### src/rtl/i2c_role_pkg.sv
package i2c_role_pkg;
    typedef struct packed {
        logic first;
        logic strobe;
    } phase_st_t;

    typedef struct packed {
        logic master;
        logic xmit;
    } role_st_t;
endpackage

### src/rtl/i2c_frame_phase.sv
module i2c_frame_phase
    import i2c_role_pkg::*;
(
    input  logic clk,
    input  logic rst,
    input  logic free_mode,
    input  logic bus_start,
    input  logic bus_stop,
    input  logic rx_done,
    output logic first_q,
    output logic data_strobe_q
);
    phase_st_t st_d, st_q;

    always_comb begin
        st_d        = st_q;
        st_d.strobe = rx_done && (free_mode || !st_q.first);
        if (rx_done)
            st_d.first = 1'b0;
        if (bus_stop)
            st_d.first = 1'b0;
        if (bus_start)
            st_d.first = 1'b1;
    end

    always_ff @(posedge clk) begin
        if (rst) st_q <= '0;
        else     st_q <= st_d;
    end

    assign first_q       = st_q.first;
    assign data_strobe_q = st_q.strobe;

    assert_free_strobe_R5: assert property (@(posedge clk) disable iff (rst)
        (rx_done && free_mode) |=> data_strobe_q);
    assert_addr_byte_quiet_R4: assert property (@(posedge clk) disable iff (rst)
        (rx_done && first_q && !free_mode) |=> !data_strobe_q);
endmodule

### src/rtl/i2c_addr_match.sv
module i2c_addr_match #(
    parameter int ADDR_W = 7,
    localparam int BYTE_W = ADDR_W + 1
) (
    input  logic              clk,
    input  logic              rst,
    input  logic              free_mode,
    input  logic              is_master,
    input  logic              first_byte,
    input  logic [ADDR_W-1:0] own_addr,
    input  logic [BYTE_W-1:0] rx_byte,
    input  logic              rx_done,
    input  logic              bus_start,
    input  logic              bus_stop,
    output logic              slave_hit_q
);
    logic [ADDR_W-1:0] bit_eq;
    logic              addr_eq;
    logic              hit_d;

    for (genvar i = 0; i < ADDR_W; i++) begin : g_cmp
        assign bit_eq[i] = rx_byte[i+1] ~^ own_addr[i];
    end
    assign addr_eq = &bit_eq;

    always_comb begin
        hit_d = slave_hit_q;
        if (rx_done && first_byte && !free_mode && !is_master && addr_eq)
            hit_d = 1'b1;
        if (bus_start || bus_stop)
            hit_d = 1'b0;
    end

    always_ff @(posedge clk) begin
        if (rst) slave_hit_q <= 1'b0;
        else     slave_hit_q <= hit_d;
    end

    assert_hit_on_match_R2: assert property (@(posedge clk) disable iff (rst)
        (rx_done && first_byte && !free_mode && !is_master &&
         (rx_byte[BYTE_W-1:1] == own_addr) && !bus_start && !bus_stop) |=> slave_hit_q);
    assert_hit_cleared_R3: assert property (@(posedge clk) disable iff (rst)
        (bus_start || bus_stop) |=> !slave_hit_q);
    assert_no_hit_free_R5: assert property (@(posedge clk) disable iff (rst)
        (free_mode && !slave_hit_q) |=> !slave_hit_q);
endmodule

### src/rtl/i2c_role_regs.sv
module i2c_role_regs
    import i2c_role_pkg::*;
(
    input  logic clk,
    input  logic rst,
    input  logic free_mode,
    input  logic first_byte,
    input  logic dir_bit,
    input  logic rx_done,
    input  logic sw_mst_we,
    input  logic sw_mst_val,
    input  logic sw_trx_we,
    input  logic sw_trx_val,
    input  logic bus_stop,
    input  logic arb_lost,
    output logic master_q,
    output logic xmit_q
);
    role_st_t st_d, st_q;
    logic     dir_load;

    assign dir_load = rx_done && first_byte && !free_mode && !st_q.master;

    always_comb begin
        st_d = st_q;
        if (sw_mst_we)
            st_d.master = sw_mst_val;
        if (bus_stop || arb_lost)
            st_d.master = 1'b0;
        if (sw_trx_we)
            st_d.xmit = sw_trx_val;
        if (dir_load)
            st_d.xmit = dir_bit;
    end

    always_ff @(posedge clk) begin
        if (rst) st_q <= '0;
        else     st_q <= st_d;
    end

    assign master_q = st_q.master;
    assign xmit_q   = st_q.xmit;

    assert_master_drop_R7: assert property (@(posedge clk) disable iff (rst)
        (bus_stop || arb_lost) |=> !master_q);
    assert_master_write_R6: assert property (@(posedge clk) disable iff (rst)
        (sw_mst_we && !bus_stop && !arb_lost) |=> (master_q == $past(sw_mst_val)));
    assert_dir_load_R9: assert property (@(posedge clk) disable iff (rst)
        (rx_done && first_byte && !free_mode && !master_q) |=> (xmit_q == $past(dir_bit)));
    assert_xmit_hold_R9: assert property (@(posedge clk) disable iff (rst)
        (!sw_trx_we && !(rx_done && first_byte)) |=> $stable(xmit_q));
endmodule

### src/rtl/i2c_role_ctrl.sv
module i2c_role_ctrl #(
    parameter int ADDR_W = 7,
    localparam int BYTE_W = ADDR_W + 1
) (
    input  logic              clk,
    input  logic              rst,
    input  logic              cfg_free_data,
    input  logic [ADDR_W-1:0] cfg_own_addr,
    input  logic              sw_mst_we,
    input  logic              sw_mst_val,
    input  logic              sw_trx_we,
    input  logic              sw_trx_val,
    input  logic              bus_start,
    input  logic              bus_stop,
    input  logic              arb_lost,
    input  logic [BYTE_W-1:0] rx_byte,
    input  logic              rx_done,
    output logic              role_master,
    output logic              role_xmit,
    output logic              slave_hit,
    output logic              data_strobe
);
    logic first_q;

    i2c_frame_phase u_phase (
        .clk          (clk),
        .rst          (rst),
        .free_mode    (cfg_free_data),
        .bus_start    (bus_start),
        .bus_stop     (bus_stop),
        .rx_done      (rx_done),
        .first_q      (first_q),
        .data_strobe_q(data_strobe)
    );

    i2c_addr_match #(.ADDR_W(ADDR_W)) u_match (
        .clk        (clk),
        .rst        (rst),
        .free_mode  (cfg_free_data),
        .is_master  (role_master),
        .first_byte (first_q),
        .own_addr   (cfg_own_addr),
        .rx_byte    (rx_byte),
        .rx_done    (rx_done),
        .bus_start  (bus_start),
        .bus_stop   (bus_stop),
        .slave_hit_q(slave_hit)
    );

    i2c_role_regs u_roles (
        .clk       (clk),
        .rst       (rst),
        .free_mode (cfg_free_data),
        .first_byte(first_q),
        .dir_bit   (rx_byte[0]),
        .rx_done   (rx_done),
        .sw_mst_we (sw_mst_we),
        .sw_mst_val(sw_mst_val),
        .sw_trx_we (sw_trx_we),
        .sw_trx_val(sw_trx_val),
        .bus_stop  (bus_stop),
        .arb_lost  (arb_lost),
        .master_q  (role_master),
        .xmit_q    (role_xmit)
    );

    assert_reset_clear_R1: assert property (@(posedge clk)
        rst |=> (!role_master && !role_xmit && !slave_hit && !data_strobe));
endmodule

### config.mk
export PLATFORM = sky130hd
export DESIGN_NAME = i2c_role_ctrl
export DESIGN_NICKNAME = d
export VERILOG_FILES = /design/src/rtl/i2c_role_pkg.sv /design/src/rtl/i2c_frame_phase.sv /design/src/rtl/i2c_addr_match.sv /design/src/rtl/i2c_role_regs.sv /design/src/rtl/i2c_role_ctrl.sv
export SDC_FILE = /design/constraint.sdc
export NUM_CORES = 1
export LEC_CHECK = 0
export CORE_AREA = 5 5 42 44
export DETAILED_ROUTE_END_ITERATION = 10
export DIE_AREA = 0 0 47 49
export SLEW_MARGIN = 5
export SYNTH_ARGS = -nofsm -noshare
export SYNTH_HDL_FRONTEND = slang
export SYNTH_SLANG_ARGS = --single-unit
### constraint.sdc
create_clock -name clk -period 1.4 [get_ports clk]
set_input_delay 0.28 -clock clk [delete_from_list [all_inputs] [get_ports clk]]
set_output_delay 0.28 -clock clk [all_outputs]
set_load 0.02 [all_outputs]
# Word-level counts from Yosys, hierarchy flattened
# Cells that the tools add are included.
[word_totals]
regBits = 5
wordCells = 33
out_inout_bits = 4
inputBits = 26
[op_classes]
mux = 5
n_reduce_logical = 16
n_bitwise = 7
[ops]
columns = ["op", "count"]
rows = [
  ["7-bit AND reduction", 1],
  ["1-bit XNOR", 7],
  ["1-bit logical AND", 5],
  ["1-bit two-way mux", 5],
  ["2-bit OR reduction", 2],
  ["1-bit zero test", 3],
  ["1-bit logical OR", 3],
  ["3-bit nonzero test", 1],
  ["2-bit nonzero test", 1],
]

# Depth between registers and ports, before layout
[depth]
word_depth = 4
depth_mapped = 4
mapped_depth_nobuf = 4

# Modules after synthesis
# Synthesis repeated with hierarchy kept, for this count alone.
[unflattened]
cells_unflattened = 28
area_unflattened_um2 = 285.3
[by_module_without_submodules]
columns = ["module", "n_inst", "seq_area_each_um2", "area_per_inst_um2", "cells_per_inst"]
rows = [
  ["i2c_addr_match", 1, 20.0, 125.1, 13],
  ["i2c_role_regs", 1, 40.0, 88.8, 8],
  ["i2c_frame_phase", 1, 40.0, 71.3, 7],
]

# Worst setup path after synthesis
# Ideal clock, no wire load.
[synth_path]
path_kind = "flip-flop to flip-flop"
start = "reg u_roles.st_q, in the netlist u_roles.master_q"
end = "reg u_match.slave_hit_q"
period_less_slack_ns = 1.044
setup_slack_ns = 0.356
t_required_ns = 1.342
t_arrival_ns = 0.986
stages_incl_launch_ff = 4
setup_ns = 0.058
n_path_buf = 0
cell_sequence = "dfxtp_1 nand3b_2 nor4_1 o21a_1"
[synth_via]
elab_chain_cells = 3
[synth_rtl]
columns = ["item", "line", "rtl"]
rows = [
  ["start: declaration", "i2c_role_regs.sv:19", "role_st_t st_d, st_q;"],
  ["start signal: assignment", "i2c_role_regs.sv:38", "else st_q <= st_d;"],
  ["1-bit zero test", "i2c_addr_match.sv:28", "if (rx_done && first_byte && !free_mode && !is_master && addr_eq)"],
  ["1-bit logical AND (2 in a row)", "i2c_addr_match.sv:28", ""],
  ["end signal: assignment", "i2c_addr_match.sv:36", "else slave_hit_q <= hit_d;"],
  ["end: declaration", "i2c_addr_match.sv:15", "output logic slave_hit_q"],
]
# Every way passes these cells.
# A chain may end at the register's enable or synchronous reset.

# Worst setup path after layout
[layout_path]
start = "reg u_roles.st_q, in the netlist u_roles.master_q"
end = "out role_master"
[layout_rtl]
columns = ["item", "line", "rtl"]
rows = [
  ["end: declaration", "i2c_role_ctrl.sv:18", "output logic role_master,"],
]
# No word-level cell between the ends.

==> impl_results.md <==
* Initial antenna violation count at 0
* RSZ-0062 raised after global routing: no
* Clock buffer depth at 2
* Root Buffer: clkbuf_4
* First-pass GRT wire length at 1.19 mm
* Die Height at a little under 50 um
* Synth Register Bits at 5
* I/O Buffers at 29
* Cell variety after synth at 15
* Pwr Total at about 0.45 mW
* CP max-delay cell: dfxtp_1
* Register area share after synthesis at a little over a third
* Hold/Removal Path Class: reg2reg
* # placed instances at 74
* Fin Clk Skew at approximately 1.8 ps
* Ys flop type: dfxtp_1
* CTS tree: yes
* CTS H-tree depth at 1
* Reg2Reg Depth at 4
* Startpoint types: register
* Endpoints failing hold at 0
* Skew-Pair Late Insertion Delay at about 240 ps
* Synthesized net count at 54
* Syn Area/Cell at 10.1 um2
* Ant. Diodes at 0
* Drt wl/cell at 10.2 um
* Drt drc at 0
* Maximum vdd drop at roughly 450 uV
* Commonest non-fill, non-tap cells in the layout: clkdlybuf4s50_1 (25), xnor2_1 (6), dfxtp_1 (5)
* Crit path required time at 1120 ps
* Yosys warning total at 0
* Fin. max-slew vios at 0
* Fin util at 44.5%
* CORE AREA at 1400 um2
* Critical path capture point type: output pin
* Leakage power at approximately 0.25 nW
* GPL Wtd Cong at slightly above 0.6
* Crit-path max cell delay at 350 ps
* Relative slew slack at 85.4%
* Post-DRT Antenna Nets at 0
* Clock share of power at about two fifths
* Critical path depth at 1
* EDFF count, synth at 0
* RR Startpoint: u_phase.first_q$_SDFFE_PP0P_
* Row Count at 14
* Fmax at 0.825 GHz
* Gate power share at 28.3%
* Syn-to-layout area delta at 119%
* Hold_buf cts at 0
* Post-Synthesis Cells at 28
* CP bufs+invs at 1
* Initial core utilization at 20.3%
* CP startpoint: u_roles.master_q$_SDFFE_PP0P_
* Reg clk slew, reported paths at 50 ps
* Ratio of cells with drive above 1 in the final layout at 12.9%
* Switching share of power at 22.8%
* DP HPWL at 745 um
* Post-Place Worst Slack at -36.8 ps
* Final worst path period share at 86.6%
* Cell area after synthesis at 284 um2
* Hold Path Stages at 1
* Routed wire length at 799 um
* CTS buffer count at 3
* # IOs at 30
* Tot GR Track Use at 7.84%
* Max-Cap Viols at 0
* Most common cell after layout, fill and taps aside: clkdlybuf4s50_1
* Final Worst Setup Slack at 188 ps
* Tmin final at 1210 ps
* DRT Pass-1 Iters at 2
* Largest net degree at the start of global routing at 6
* DR vias at 325
* Outcome: finished clean
* Pwr dens at 721 nW/um2
* Sequential share of power at 33.6%
* Kind of critical path: reg2out
* Setup violators final at 0
* Critical path data arrival time at between 900 and 1000 ps
* Crit path cell chain: dlygate4sd2_1
* Initial DRC count at 1
* Die W at approximately 47 um
* Clock Sinks at 5
* Switch Pwr at 0.102 mW
* Fin Hold WS at ~470 ps
* Nets at 89
* CP top delay family: flip-flops
* Slew @ Worst Pin at ~220 ps
* Synth async-reset ratio at 0%
* Post-synth top area cell: dfxtp_1
* Final Non-Filler Cells at 78
* Vias in the first global route at 277
* Total internal power at 0.347 mW
* Top post-synthesis cells by area: dfxtp_1 (35%), xnor2_1 (19%), mux2i_1 (7.0%)
* Die ar. at 2300 um2
* Post-CTS Setup Bufs at 0
* Total congestion overflow at 0
* CP max FO at 3
* Hold_sp: u_match.slave_hit_q$_SDFFE_PP0P_
* # resized after CTS at 4
* Area share of the largest cell type after synthesis at 35.2%
* Vias per cell at approximately 4.2
==> logic make-up (layout without fill, tap and decap cells) <==
family | after synthesis | count (layout) | synth area share [%]
simple gates | 11 | 11 | 25.1
xor+xnor | 7 | 7 | 24.2
flops | 5 | 5 | 35.2
mux | 3 | 3 | 11.0
compound gates | 2 | 2 | 4.40
buf+inv | 0 | 34 | 0
==> power groups by stage <==
stage / Clock, mW / Sequential, mW / Combinational, mW
3_3_place_gp: 0 / 0.154 / 0.131
2_1_floorplan: 0 / 0.159 / 0.0351
4_1_cts: 0.177 / 0.151 / 0.129
6_report: 0.171 / 0.151 / 0.127
3_5_place_dp: 0 / 0.154 / 0.132
5_1_grt: 0.185 / 0.152 / 0.138
==> state kept, by name, indices dropped and copies added, names as in the netlist <==
register               flops
u_match.slave_hit_q        1
u_phase.data_strobe_q      1
u_phase.first_q            1
u_roles.xmit_q             1
u_roles.master_q           1
==> area by class of cell <==
cell class	instances	area [um2]
Clock buffer	4	26.3
Fill cell	160	778
Multi-Input combinational cell	23	184
Sequential cell	5	100
Tap cell	16	20.0
Timing Repair Buffer	30	293
==> through the flow <==
step	area (um2)	setup TNS, ps
3_3_place_gp	602	-19.4
4_1_cts	623	0
6_report	623	0
3_5_place_dp	602	-36.8
5_1_grt	623	0
2_1_floorplan	284	0
==> Yosys cell counts, drive strengths merged (2+ instances only) <==
cell and n:
dfxtp 5, nor2 3, xnor2 6, mux2i 2, nor4 2
==> path summary, 6_finish.rpt <==
path                                                          to  slack (ps)
worst min-delay path            u_match.slave_hit_q$_SDFFE_PP0P_         470
worst max register to register  u_match.slave_hit_q$_SDFFE_PP0P_         380
worst min register to register  u_match.slave_hit_q$_SDFFE_PP0P_         470
worst max-delay path                                 role_master         190
==> metal layers <==
layer / up-vias / global-route usage (%) / share of wire (%)
li1: 165 / - / -
met1: 143 / 7.32 / 29
met2: 13 / 12.2 / 56
met3: 4 / 5.54 / 12
met4: 0 / 4.15 / 2.4
met5: - / 0 / 0
Note: power is estimated with default switching activity, not from simulation.
